## src/rtl/ebc_pkg.sv

```systemverilog
package ebc_pkg;
  typedef enum logic [1:0] {
    OFF_NONE    = 2'd0,
    OFF_NOTCTRL = 2'd1,
    OFF_TARGET  = 2'd2
  } offense_e;
endpackage

```

## src/rtl/ebc_slot_check.sv

```systemverilog
module ebc_slot_check import ebc_pkg::*; #(
  parameter int AW = 32
) (
  input  logic          vld_i,
  input  logic          pred_taken_i,
  input  logic          is_ctrl_i,
  input  logic          is_direct_i,
  input  logic          is_uncond_i,
  input  logic [AW-1:0] pred_tgt_i,
  input  logic [AW-1:0] calc_tgt_i,
  output logic          chk_o,
  output offense_e      kind_o
);
  assign chk_o = vld_i & is_direct_i & is_uncond_i;

  // non-control fault checked first
  always_comb begin
    if (vld_i && pred_taken_i && !is_ctrl_i) kind_o = OFF_NOTCTRL;
    else if (chk_o && calc_tgt_i != pred_tgt_i) kind_o = OFF_TARGET;
    else kind_o = OFF_NONE;
  end
endmodule

```

## src/rtl/ebc_scan.sv

```systemverilog
module ebc_scan #(
  parameter int W = 4
) (
  input  logic [W-1:0] off_i,
  output logic [W-1:0] first_o,
  output logic [W-1:0] upto_o,
  output logic         any_o
);
  always_comb begin
    logic seen;
    seen = 1'b0;
    for (int i = 0; i < W; i++) begin
      upto_o[i]  = !seen;
      first_o[i] = off_i[i] && !seen;
      seen       = seen | off_i[i];
    end
    any_o = seen;
  end
endmodule

```

## src/rtl/ebc_kill.sv

```systemverilog
module ebc_kill #(
  parameter int W  = 4,
  parameter int SW = 16,
  parameter int TW = 1
) (
  input  logic [W-1:0]    vld_i,
  input  logic [W*TW-1:0] tid_i,
  input  logic [W*SW-1:0] seq_i,
  input  logic            any_i,
  input  logic [TW-1:0]   off_tid_i,
  input  logic [SW-1:0]   off_seq_i,
  output logic [W-1:0]    kill_o
);
  for (genvar g = 0; g < W; g++) begin : g_cmp
    // unsigned compare, no wrap handling
    assign kill_o[g] = any_i && vld_i[g] &&
                       (tid_i[g*TW +: TW] == off_tid_i) &&
                       (seq_i[g*SW +: SW] > off_seq_i);
  end
endmodule

```

## src/rtl/early_branch_check.sv

```systemverilog
module early_branch_check import ebc_pkg::*; #(
  parameter int W  = 4,
  parameter int SW = 16,
  parameter int AW = 32,
  parameter int NT = 2,
  parameter int CW = 16,
  localparam int TW = (NT > 1) ? $clog2(NT) : 1
) (
  input  logic            clk_i,
  input  logic            rst_ni,
  input  logic            stage_blk_i,
  input  logic [W-1:0]    vld_i,
  input  logic [W*TW-1:0] tid_i,
  input  logic [W*SW-1:0] seq_i,
  input  logic [W-1:0]    pred_taken_i,
  input  logic [W*AW-1:0] pred_tgt_i,
  input  logic [W-1:0]    is_ctrl_i,
  input  logic [W-1:0]    is_direct_i,
  input  logic [W-1:0]    is_uncond_i,
  input  logic [W*AW-1:0] calc_tgt_i,
  output logic [W-1:0]    fwd_o,
  output logic [W-1:0]    kill_o,
  output logic            flush_o,
  output logic [W-1:0]    fix_o,
  output logic [AW-1:0]   fix_tgt_o,
  output logic            rec_vld_o,
  output logic            rec_brmis_o,
  output logic            rec_predbad_o,
  output logic            rec_squash_o,
  output logic [SW-1:0]   rec_seq_o,
  output logic [AW-1:0]   rec_pc_o,
  output logic            rec_taken_o,
  output logic [TW-1:0]   rec_tid_o,
  output logic            unblock_o,
  output logic [CW-1:0]   cnt_chk_o,
  output logic [CW-1:0]   cnt_mis_o,
  output logic [CW-1:0]   cnt_ctl_o
);
  offense_e      kind [W];
  logic [W-1:0]  chk_v, ctl_v, off_v, first_v, upto_v, kill_v;
  logic          any;
  logic [TW-1:0] o_tid;
  logic [SW-1:0] o_seq;
  logic [AW-1:0] o_pc;
  logic          o_isctl, o_notctl;
  logic [CW-1:0] chk_inc;

  for (genvar g = 0; g < W; g++) begin : g_slot
    ebc_slot_check #(.AW(AW)) u_chk (
      .vld_i       (vld_i[g]),
      .pred_taken_i(pred_taken_i[g]),
      .is_ctrl_i   (is_ctrl_i[g]),
      .is_direct_i (is_direct_i[g]),
      .is_uncond_i (is_uncond_i[g]),
      .pred_tgt_i  (pred_tgt_i[g*AW +: AW]),
      .calc_tgt_i  (calc_tgt_i[g*AW +: AW]),
      .chk_o       (chk_v[g]),
      .kind_o      (kind[g])
    );
    assign ctl_v[g] = (kind[g] == OFF_NOTCTRL);
    assign off_v[g] = (kind[g] != OFF_NONE);
  end

  ebc_scan #(.W(W)) u_scan (
    .off_i  (off_v),
    .first_o(first_v),
    .upto_o (upto_v),
    .any_o  (any)
  );

  always_comb begin
    o_tid = '0; o_seq = '0; o_pc = '0; o_isctl = 1'b0;
    for (int i = 0; i < W; i++) begin
      if (first_v[i]) begin
        o_tid   = tid_i[i*TW +: TW];
        o_seq   = seq_i[i*SW +: SW];
        o_pc    = calc_tgt_i[i*AW +: AW];
        o_isctl = is_ctrl_i[i];
      end
    end
  end
  assign o_notctl = |(first_v & ctl_v);

  ebc_kill #(.W(W), .SW(SW), .TW(TW)) u_kill (
    .vld_i    (vld_i),
    .tid_i    (tid_i),
    .seq_i    (seq_i),
    .any_i    (any),
    .off_tid_i(o_tid),
    .off_seq_i(o_seq),
    .kill_o   (kill_v)
  );

  assign kill_o    = kill_v;
  assign fwd_o     = vld_i & upto_v & ~kill_v;
  assign flush_o   = any;
  assign fix_o     = first_v;
  assign fix_tgt_o = o_pc;

  always_comb begin
    chk_inc = '0;
    for (int i = 0; i < W; i++) chk_inc = chk_inc + CW'(chk_v[i] & upto_v[i]);
  end

  always_ff @(posedge clk_i or negedge rst_ni) begin
    if (!rst_ni) begin
      rec_vld_o     <= 1'b0;
      rec_brmis_o   <= 1'b0;
      rec_predbad_o <= 1'b0;
      rec_squash_o  <= 1'b0;
      rec_seq_o     <= '0;
      rec_pc_o      <= '0;
      rec_taken_o   <= 1'b0;
      rec_tid_o     <= '0;
      unblock_o     <= 1'b0;
      cnt_chk_o     <= '0;
      cnt_mis_o     <= '0;
      cnt_ctl_o     <= '0;
    end else begin
      rec_vld_o     <= any;
      rec_brmis_o   <= any;
      rec_predbad_o <= any;
      rec_squash_o  <= any;
      unblock_o     <= any & stage_blk_i;
      if (any) begin
        rec_seq_o   <= o_seq;
        rec_pc_o    <= o_pc;
        rec_taken_o <= o_isctl;
        rec_tid_o   <= o_tid;
      end
      cnt_chk_o <= cnt_chk_o + chk_inc;
      if (any && !o_notctl) cnt_mis_o <= cnt_mis_o + 1'b1;
      if (any && o_notctl)  cnt_ctl_o <= cnt_ctl_o + 1'b1;
    end
  end

  assert_offender_fwd_R5: assert property (@(posedge clk_i) disable iff (!rst_ni)
    (|first_v) |-> (|(first_v & fwd_o)));
  assert_no_self_kill_R6: assert property (@(posedge clk_i) disable iff (!rst_ni)
    (fix_o & kill_o) == '0);
  assert_rec_follows_R7: assert property (@(posedge clk_i) disable iff (!rst_ni)
    flush_o |=> rec_vld_o);
  assert_rec_flags_R7: assert property (@(posedge clk_i) disable iff (!rst_ni)
    rec_vld_o |-> (rec_brmis_o && rec_predbad_o && rec_squash_o));
  assert_unblock_rec_R8: assert property (@(posedge clk_i) disable iff (!rst_ni)
    unblock_o |-> rec_vld_o);
  assert_fix_onehot_R9: assert property (@(posedge clk_i) disable iff (!rst_ni)
    $onehot0(fix_o) && (flush_o == (|fix_o)));
endmodule

```

## config.mk

```make
export PLATFORM = sky130hd
export DESIGN_NAME = early_branch_check
export DESIGN_NICKNAME = d
export VERILOG_FILES = /design/src/rtl/ebc_pkg.sv /design/src/rtl/ebc_slot_check.sv /design/src/rtl/ebc_scan.sv /design/src/rtl/ebc_kill.sv /design/src/rtl/early_branch_check.sv
export SDC_FILE = /design/constraint.sdc
export NUM_CORES = 1
export LEC_CHECK = 0
export ABC_AREA = 1
export BUFFER_PORTS_ARGS = -buffer_cell sky130_fd_sc_hd__buf_2
export CAP_MARGIN = 40
export CELL_PAD_IN_SITES_DETAIL_PLACEMENT = 1
export CELL_PAD_IN_SITES_GLOBAL_PLACEMENT = 2
export CORE_UTILIZATION = 23
export CTS_CLUSTER_DIAMETER = 30
export DETAILED_ROUTE_END_ITERATION = 16
export PLACE_DENSITY_LB_ADDON = 0.3
export SLEW_MARGIN = 5
export SYNTH_ARGS = -nofsm -noshare
export SYNTH_HDL_FRONTEND = slang
export SYNTH_SLANG_ARGS = --single-unit
```

## constraint.sdc

```tcl
create_clock -name clk_i -period 4 [get_ports clk_i]
set_clock_uncertainty 0.1 [all_clocks]
set_input_delay 0.4 -clock clk_i [delete_from_list [all_inputs] [get_ports clk_i]]
set_output_delay 0.4 -clock clk_i [all_outputs]
set_load 0.005 [all_outputs]
```

==> impl_results.md, run 1 <==
- Max_cap viols: 0
- Clock power frac: 21.0%
- Crit. End Element: output port
- Status: finished, violations left
- Nets@finish: around 2500
- Layout cells sized above 1: ~47%
- Worst path slowest cell: ha_4
- CP max FO: 7
- Final instance area: approximately 0.016 sq mm
- Total GRT Usage: 24.02%
- # setup viols final: 8
- Area Overhead vs Synth: 70.84%
- P_int: between 2 and 3 mW
- Die Span Y: 203.1 microns
- Crit Path Category: in2out
- PwrDens: between 300 and 400 mW/mm^2
- GPL Wtd Cong: 0.8894
- Area leader, netlist: dfrtp_1
- Arr. time, crit path: 3.83 ns
- Total congestion overflow: 0
- Die X: a little over 200 microns
- Mean post-synth cell area: 6.911 sq um
- Row cnt: 73
- Root buffer cell: clkbuf_16
- Vias: 11645
- Unrepaired setup endpoints after global routing: yes
- Switching part of the total: 41.39%
- CTS Buf Count: 9
- Avg WL per Cell: about 19 microns
- Iter 0 DRT Violations: 415
- Met3 WL: 2548 microns
- Worst R2R Setup Slack: 1.15 ns
- Ports: slightly below 500
- Post-DP HPWL: 40490 microns
- Worst endpoint required time: 3.50 ns
- Type of origin of the critical path: primary input
- Clock Tree Buf Depth: 2
- Flop pwr share: 29.8%
- Synth Flop Type: dfrtp_1
- FFs w/ async S/R, synth: 100.0%
- DR top layer: met5
- Antenna-violating nets left: 0
- Cell variety after synth: 47
- Comb pwr share: 49.2%
- Wirelength, routed: 50450 microns
- Ranking of synthesized cells by area: dfrtp_1, nand2_1, xnor2_1
- Worst slew pin tran: 0.7841 ns
- First-pass GRT wire length: 74290 microns
- Post-synth top cells: nand2_1, inv_1, xnor2_1
- Vias per cell: approximately 4.5
- Hold Path Class: in2reg
- Most numerous cell in the Yosys netlist: nand2_1
- Antenna violations before repair: 15
- Final Cycle Share: 108.1%
- Largest net degree at the start of global routing: 55
- Worst path top cell family by delay: simple AND/OR/NAND/NOR gates
- Metal-1 WL: slightly above 20000 microns
- # fillers: 5029
- Post-layout util: around two fifths
- Initial DRT Pass Iterations: 4
- P_leak: 8.479 nW
- Wire length on met2: 26130 microns
- Number of nets produced by synthesis: 1763
- # H-tree levels: 3
- Critical path buffer and inverter count: 8
- Initial Util: 23.36%
- Post-synth EDFFs: 0
- Post-Syn Area: 0.009303 sq mm
- Die area: 0.04125 sq mm
- Yosys reg bits: 100
- Worst setup slack after placement: -0.8490 ns
- Peak VDD IR: between 0.2 and 0.25 mV
- Worst skew pair latency: ~0.38 ns
- Max Transition Viols Final: 0
- Power Total: around 4.9 mW
- Synth Instances: 1346
- CTS tree: done
- Core area: around 0.040 sq mm
- F_max: approximately 0.23 GHz
- Psw: 2.034 mW
- Final hold vios: 0
- Top cell type's share of synthesized area: 26.90%
- Slew headroom: around 48%
- Min cycle time layout: ~4.3 ns
- CP most frequent cell: nor2_4
- Failing checks: negative setup slack
- Seq/Total Area, Yosys: 26.90%
- Sink Count: 100
- Drt drc: 0
- Crit path largest cell delay: 0.26 ns
- Dpl cell area: 0.01377 sq mm
- Vias in the first global route: 12539
- Worst-path clk slew: 0.08 ns
- Port-buffer cells: roughly 500
- Ys Warns: 0
- Final setup TNS: -2.032 ns
- Setup ws final: -0.3259 ns
-- power groups by stage --
stage               clock, mW  sequential, mW  combinational (mW)
global route             1.11            1.50                2.67
CTS                      1.09            1.46                2.32
global placement            0            1.47                2.05
finish                   1.03            1.47                2.42
detailed placement          0            1.48                2.10
floorplan                   0            1.46               0.949
-- sequential cells by signal (all words and copies together) (netlist names) --
name          cells
rec_pc_o         32
cnt_chk_o        16
cnt_ctl_o        16
cnt_mis_o        16
rec_seq_o        16
rec_squash_o      1
rec_taken_o       1
rec_tid_o         1
unblock_o         1
-- worst paths after layout --
| check | cells past startpoint | from | to |
|---|---|---|---|
| max reg2reg | 11 | cnt_chk_o[0]$_DFF_PN0_ | cnt_chk_o[14]$_DFF_PN0_ |
| min | 3 | stage_blk_i | unblock_o$_DFF_PN0_ |
| min reg2reg | 1 | cnt_chk_o[15]$_DFF_PN0_ | cnt_chk_o[15]$_DFF_PN0_ |
| min in group asynchronous | 2 | rst_ni | rec_pc_o[14]$_DFFE_PN0N_ |
| max in group asynchronous | 3 | rst_ni | rec_seq_o[14]$_DFFE_PN0N_ |
| max | 30 | calc_tgt_i[38] | fwd_o[3] |
-- cell usage in the layout, fill, tap and decap left out, types with 45 or more instances in the layout --
master and n:
nand2_1 412, nor2_1 47, inv_1 145, xnor2_1 102, nand3_1 48, dfrtp_1 100
buf_2 477, buf_4 214, a21oi_1 55, ha_1 45
-- per-layer routing --
metal	GRT usage, %	up-vias
met4	8.056	16
met1	27.45	5480
li1	-	5738
met2	44.41	334
met3	4.462	77
met5	0	-
-- repair_timing --
| action | in CTS | in global routing |
|---|---|---|
| endpoints found under the setup margin | 11 | 14 |
| pin swaps | 65 | 79 |
| hold endpoints to repair | 7 | 0 |
| hold buffers | 1 | 0 |
| setup buffers | 35 | 14 |
| gates cloned | 1 | 0 |
| resized for setup | 192 | 110 |
-- worst min-delay path, stage by stage --
cell and delay [ns]:
buf_2 0.07, nand2_1 0.04, inv_1 0.04
-- cell families (layout without fill, tap and decap cells) --
logic type      count (synthesis)  after routing  synth area share [%]
simple gates                  673            673                 30.57
buf+inv                       198            923                 9.146
compound gates                166            166                 10.64
xor+xnor                      139            139                 13.09
flops                         100            100                 26.90
fa+ha+maj                      70             70                 9.657
other cells                     0              7                     0
-- cell type report --
| cell class | count | area, sq um | area share, % |
|---|---|---|---|
| Inverter | 167 | 656.9 | 4.133 |
| Antenna cell | 7 | 17.52 | 0.1102 |
| Clock buffer | 9 | 225.2 | 1.417 |
| Multi-Input combinational cell | 1048 | 7103 | 44.69 |
| Clock inverter | 7 | 102.6 | 0.6456 |
| Sequential cell | 100 | 2502 | 15.75 |
| Tap cell | 525 | 656.9 | 4.133 |
| Timing Repair Buffer | 740 | 4628 | 29.12 |
-- stage by stage --
| stage | hold WS (ns) | instances |
|---|---|---|
| finish | 0.1080 | 2603 |
| global route | 0.1084 | 2602 |
| CTS | 0.08907 | 2587 |
| detailed placement | 0.3620 | 2534 |
| global placement | 0.3551 | 2534 |
| floorplan | 0.004409 | 1346 |
No activity file was read; power rests on OpenSTA's default activity.
==> run 2, diff against run 1 <==
SLEW_MARGIN = not set   (was 5)
SYNTH_HIERARCHICAL = 1   (was not set)
==> run 2 against run 1 <==
Effect of this change:
- the run still ends with negative setup slack left
- routed wire length is 14% higher
- die area is 20% higher
- synthesized area is 20% higher
- critical path type unchanged
==> impl_results.md, run 2 <==
- Status: finished, violations left
- Failing checks: negative setup slack
- Largest net degree at the start of global routing: 53
- FFs w/ async S/R, synth: 100.0%
- # fillers: 6454
- Commonest cells after routing, fill and taps aside: nand2_1, buf_2, inv_1
- # setup viols final: 8
- Root buffer cell: clkbuf_16
- Ranking of synthesized cells by area: nand2_1, dfrtp_1, nor2_1
- Post-synth top cells: nand2_1, nor2_1, inv_1
- Yosys reg bits: 100
- Most numerous cell in the Yosys netlist: nand2_1
- Antenna violations before repair: 15
- First-pass GRT wire length: 87430 microns
- CP max FO: 6
- Worst skew pair latency: approximately 0.4 ns
- Vias: 14741
- Post-layout util: 36.54%
- Max_cap viols: 0
- Synth Instances: ~2000
- Mean post-synth cell area: between 5 and 6 sq um
- Vias in the first global route: around 16000
- Commonest non-fill, non-tap cell in the layout: nand2_1
- Mux contribution to synthesized area: 0%
- Hold Path Class: in2reg
- Type of origin of the critical path: primary input
- Drt drc: 0
- Worst-path clk slew: 0.08 ns
- Area leader, netlist: nand2_1
- Area Overhead vs Synth: 56.39%
- Max Transition Viols Final: 0
- Worst setup slack after placement: -0.9977 ns
- CTS tree: done
- Arr. time, crit path: 3.81 ns
- PwrDens: 289.3 mW/mm^2
- Die X: 222.2 microns
- Crit. End Element: output port
- Die Span Y: 222.2 microns
- Top cell type's share of synthesized area: around 28%
- Synth Area in Compound Gates: 11.67%
- # H-tree levels: 3
- Setup ws final: -0.3051 ns
- Row cnt: 80
- Post-DP HPWL: between 40000 and 50000 microns
- F_max: 0.2323 GHz
- Clock Tree Buf Depth: 2
- Hold path startpoint: stage_blk_i
- Initial Util: 23.36%
- Synth Flop Type: dfrtp_1
- Wirelength, routed: around 57000 microns
- Initial DRT Pass Iterations: 5
- Main combinational cell family by area after synthesis: simple AND/OR/NAND/NOR gates
- Post-Synth XOR/XNOR Area: around 3.4%
- Sink Count: 100
- P_leak: 9.999 nW
- Worst endpoint required time: 3.50 ns
- Max reg flops: 32
- Die area: 0.04938 sq mm
- Layout cells sized above 1: between 30% and 40%
- Worst path slowest cell: or2_4
- Post-Synth Simple-Gate Area: 41.68%
- Number of nets produced by synthesis: approximately 2400
- Slew headroom: 54.72%
- Vias per cell: 4.452
- Seq/Total Area, Yosys: 22.43%
- Ports: 495
- Reg2reg start: cnt_chk_o[0]$_DFF_PN0_
- Worst hold slack: around 0.094 ns
- GPL Wtd Cong: 0.9053
- Post-synth EDFFs: 0
- Final hold vios: 0
- Final Cycle Share: 107.6%
- Crit Path Category: in2out
- Avg WL per Cell: 17.32 microns
- Peak VDD IR: 0.1627 mV
- Most flops, register: rec_pc_o
- Power Total: 5.047 mW
- Core area: 0.04775 sq mm
- CP most frequent cell: nand2_2
- Port-buffer cells: 494
- Crit path largest cell delay: 0.27 ns
- Total GRT Usage: 23.20%
- Total congestion overflow: 0
- CTS Buf Count: 9
- Cell variety after synth: 39
- Post-Syn Area: ~0.011 sq mm
- Min cycle time layout: 4.305 ns
- Adder-Cell Fraction of Synth Area: 8.054%
- Nets@finish: 3097
- Iter 0 DRT Violations: 500
- Unrepaired setup endpoints after global routing: yes
- Ys Warns: 6
- Crit path launch: calc_tgt_i[43]
- Worst slew pin tran: 0.6791 ns
- Antenna-violating nets left: 0
-- run 2: changes by cell type after synthesis, sizes merged, moves of 34 or more --
| cell | previous run | this run |
|---|---|---|
| inv | 167 | 285 |
| a21oi | 70 | 129 |
| nand2 | 462 | 824 |
| xnor2 | 114 | 15 |
| o21ai | 46 | 80 |
| nor2 | 81 | 301 |
| nand3 | 72 | 27 |
-- run 2: critical path, delay by kind of cell --
family                     cells  cell delay [ns]
and+or+nand+nor               20             1.85
buffers and inverters          7             0.90
AOI/OAI and AO/OA              3             0.35
adders and majority gates      1             0.26
-- run 2: area by class of cell --
| type | instances | area (sq um) | area share (%) |
|---|---|---|---|
| Sequential cell | 100 | 2502 | 14.35 |
| Antenna cell | 11 | 27.53 | 0.1578 |
| Multi-Input combinational cell | 1519 | 7924 | 45.42 |
| Inverter | 287 | 1090 | 6.247 |
| Clock buffer | 10 | 239.0 | 1.370 |
| Timing Repair Buffer | 763 | 4828 | 27.68 |
| Clock inverter | 6 | 63.81 | 0.3658 |
| Tap cell | 615 | 769.5 | 4.411 |
-- run 2: power breakdown --
part	total (mW)	leakage [nW]	internal, mW	switching (mW)
registers	1.49	1.28	1.24	0.250
clock network	0.953	0.146	0.458	0.495
logic	2.61	8.57	1.18	1.43
total	5.05	10.0	2.87	2.17
-- run 2: worst paths after layout --
path	endpoint	slack [ns]	cells past startpoint
setup / recovery	fwd_o[0]	-0.31	31
hold / removal	unblock_o$_DFF_PN0_	0.09	3
setup reg to reg	cnt_chk_o[14]$_DFF_PN0_	1.70	9
hold reg to reg	rec_pc_o[31]$_DFFE_PN0P_	0.38	2
max in group asynchronous	rec_pc_o[31]$_DFFE_PN0P_	2.30	3
min in group asynchronous	cnt_ctl_o[3]$_DFFE_PN0P_	0.47	2
-- run 2: cells by family (layout without fill, tap and decap cells) --
logic type | after synthesis | count (layout)
AOI/OAI and AO/OA | 218 | 218
xor gates and xnor gates | 43 | 43
adders and majority gates | 70 | 70
buffers and inverters | 346 | 1066
DFF | 100 | 100
other | 1 | 12
and+or+nand+nor | 1187 | 1187
-- run 2: what timing repair did --
action                     in CTS  in global routing
hold endpoints to repair       45                  0
pin swaps                      60                107
buffers inserted               23                 13
setup endpoints to repair      48                 39
hold buffers                    1                  0
resized for setup             124                122
-- run 2: through the flow --
stage,setup TNS (ns),instances,instance area [sq um]
finish,-1.941,3311,17440
global route,-3.598,3310,17440
CTS,-2.200,3288,16860
detailed placement,-21.21,3251,15940
global placement,-16.01,3251,15940
floorplan,0,1965,11150
-- run 2: per-layer routing --
layer  global-route usage [%]  wire length, microns  up-vias
met5                        0                    44        -
met4                    8.333                  1613        8
met3                    4.496                  2299       74
li1                         -                     -     7400
met2                    41.01                 28270      322
met1                    27.73                 25130     6937
==> run 3, diff against run 2 <==
CORE_UTILIZATION = 21   (was 23)
SYNTH_HIERARCHICAL = not set   (was 1)
clock period = 3.81 ns   (was 4 ns; I/O delays follow)
==> run 3 against run 2 <==
Effect of this change:
- sequential power up 3%
- the flow still finishes with violations (negative setup slack)
- critical endpoint unchanged
- routed wire length down 9.4%
- via count down 21%
==> impl_results.md, run 3 (same netlist as run 1, synthesis figures left out) <==
- Arr. time, crit path: 3.75 ns
- Commonest cells after routing, fill and taps aside: buf_2, nand2_1, buf_4
- Hold path startpoint: stage_blk_i
- PwrDens: 321.0 mW/mm^2
- Worst slew pin tran: 0.6740 ns
- Nets@finish: 2496
- Slew headroom: 55.07%
- CTS tree: done
- Die X: 212.5 microns
- Post-DP HPWL: 42350 microns
- Wire length on met2: approximately 27000 microns
- Initial DRT Pass Iterations: 4
- Worst path slowest cell: ha_4
- Vias in the first global route: roughly 13000
- Antenna violations before repair: 18
- Post-layout util: between 30% and 40%
- Final setup TNS: -3.055 ns
- Power Total: approximately 5 mW
- Crit Path Category: in2out
- Min cycle time layout: ~4.2 ns
- Vias per cell: 4.374
- Final hold vios: 0
- Crit path launch: pred_tgt_i[38]
- Type of origin of the critical path: primary input
- CP most frequent cell: nand2_4
- DR top layer: met5
- Peak VDD IR: 0.2363 mV
- Metal-1 WL: between 20000 and 25000 microns
- Met3 WL: 2886 microns
- Final instance area: ~0.016 sq mm
- Layout cells sized above 1: 47.60%
- First-pass GRT wire length: 74910 microns
- Sequential Area: 0.002502 sq mm
- Hold Path Class: in2reg
- Status: finished, violations left
- Largest net degree at the start of global routing: around 100
- Crit path largest cell delay: approximately 0.25 ns
- Unrepaired setup endpoints after global routing: yes
- Final Cycle Share: 111.1%
- Iter 0 DRT Violations: 407
- Commonest non-fill, non-tap cell in the layout: buf_2
- CP max FO: 8
- Dpl cell area: 0.01397 sq mm
- Max reg flops: 32
- Wirelength, routed: 51980 microns
- Worst-path clk slew: 0.09 ns
- P_leak: 8.532 nW
- CTS Buf Count: 9
- Core area: 0.04336 sq mm
- Total congestion overflow: 0
- Max Transition Viols Final: 0
- Sink Count: 100
- Total GRT Usage: ~22%
- Ports: 495
- Area Overhead vs Synth: 72.06%
- Failing checks: negative setup slack
- # fillers: between 5000 and 6000
- Root buffer cell: clkbuf_16
- Vias: 11719
- Initial Util: 21.45%
- Die area: around 0.045 sq mm
- Setup ws final: -0.4214 ns
- Clock Tree Buf Depth: 2
- GPL Wtd Cong: 0.8745
- Most flops, register: rec_pc_o
- Reg2reg start: cnt_chk_o[0]$_DFF_PN0_
- Row cnt: 76
- # setup viols final: 8
- Worst endpoint required time: 3.33 ns
- Max_cap viols: 0
- F_max: 0.2363 GHz
- Antenna-violating nets left: 0
- Worst skew pair latency: around 0.40 ns
- Area occupied by multi-input gates: 0.007093 sq mm
- Die Span Y: 212.5 microns
- Port-buffer cells: 494
- Drt drc: 0
- Crit. End Element: output port
- Avg WL per Cell: around 19 microns
- # H-tree levels: 3
-- run 3: changes by cell type in the layout (fill, tap and decap cells not counted), moves of 13 or more --
cell,delta
nand2_1,-369
a21oi_2,-47
o21ai_0,-43
nor2_4,-13
o21a_1,+17
nand3_1,+32
inv_1,-107
xnor2_2,+25
nor2_1,-201
a21oi_1,-19
xnor2_1,+71
-- run 3: layout make-up --
type,count,share of cell area (%)
diodes,10,0.1563
clock buffers,9,1.407
clock inverters,7,0.5550
inverters,167,3.979
multi-input cells,1048,44.31
flip-flops and latches,100,15.63
well taps,585,4.573
repair buffers,753,29.38
-- run 3: routing by layer --
layer	vias up	track usage (%)
li1	5782	-
met1	5579	25.14
met2	297	41.86
met3	47	4.978
met4	14	6.773
met5	-	0
-- run 3: timing repair --
| action | CTS | global route |
|---|---|---|
| resized for setup | 160 | 117 |
| pin swaps | 92 | 84 |
| endpoints found under the hold margin | 8 | 0 |
| setup endpoints to repair | 15 | 13 |
| cloned | 1 | 0 |
| setup buffers | 28 | 21 |
| hold buffers | 1 | 0 |
-- run 3: final timing paths --
check | endpoint | slack, ns | cells past startpoint
max in group asynchronous | rec_taken_o$_DFFE_PN0N_ | 2.60 | 3
setup reg to reg | cnt_chk_o[12]$_DFF_PN0_ | 1.03 | 11
min in group asynchronous | rec_pc_o[26]$_DFFE_PN0N_ | 0.48 | 3
hold / removal | unblock_o$_DFF_PN0_ | 0.07 | 3
hold reg to reg | cnt_chk_o[15]$_DFF_PN0_ | 0.38 | 1
setup / recovery | fwd_o[0] | -0.42 | 29
-- run 3: critical path: cells and delay by family --
| family | cells | cell delay [ns] |
|---|---|---|
| AO/OA/AOI/OAI | 4 | 0.52 |
| adder cells (fa/ha/maj) | 1 | 0.25 |
| XOR/XNOR | 1 | 0.16 |
| buffers and inverters | 6 | 0.69 |
| AND/OR/NAND/NOR | 17 | 1.75 |
-- run 3: power breakdown --
part | internal [mW] | switching (mW)
combinational | 1.20 | 1.34
sequential | 1.31 | 0.226
clock | 0.475 | 0.587
total | 2.98 | 2.16
-- run 3: per-stage QoR --
stage          instances  setup slack [ns]  hold WS, ns
2_1_floorplan       1346          0.004818     -0.01459
3_3_place_gp        2609           -0.6707       0.3550
3_5_place_dp        2609           -0.6645       0.3621
4_1_cts             2650           -0.4617      0.05027
5_1_grt             2674           -0.6449      0.06638
6_report            2679           -0.4214      0.07261
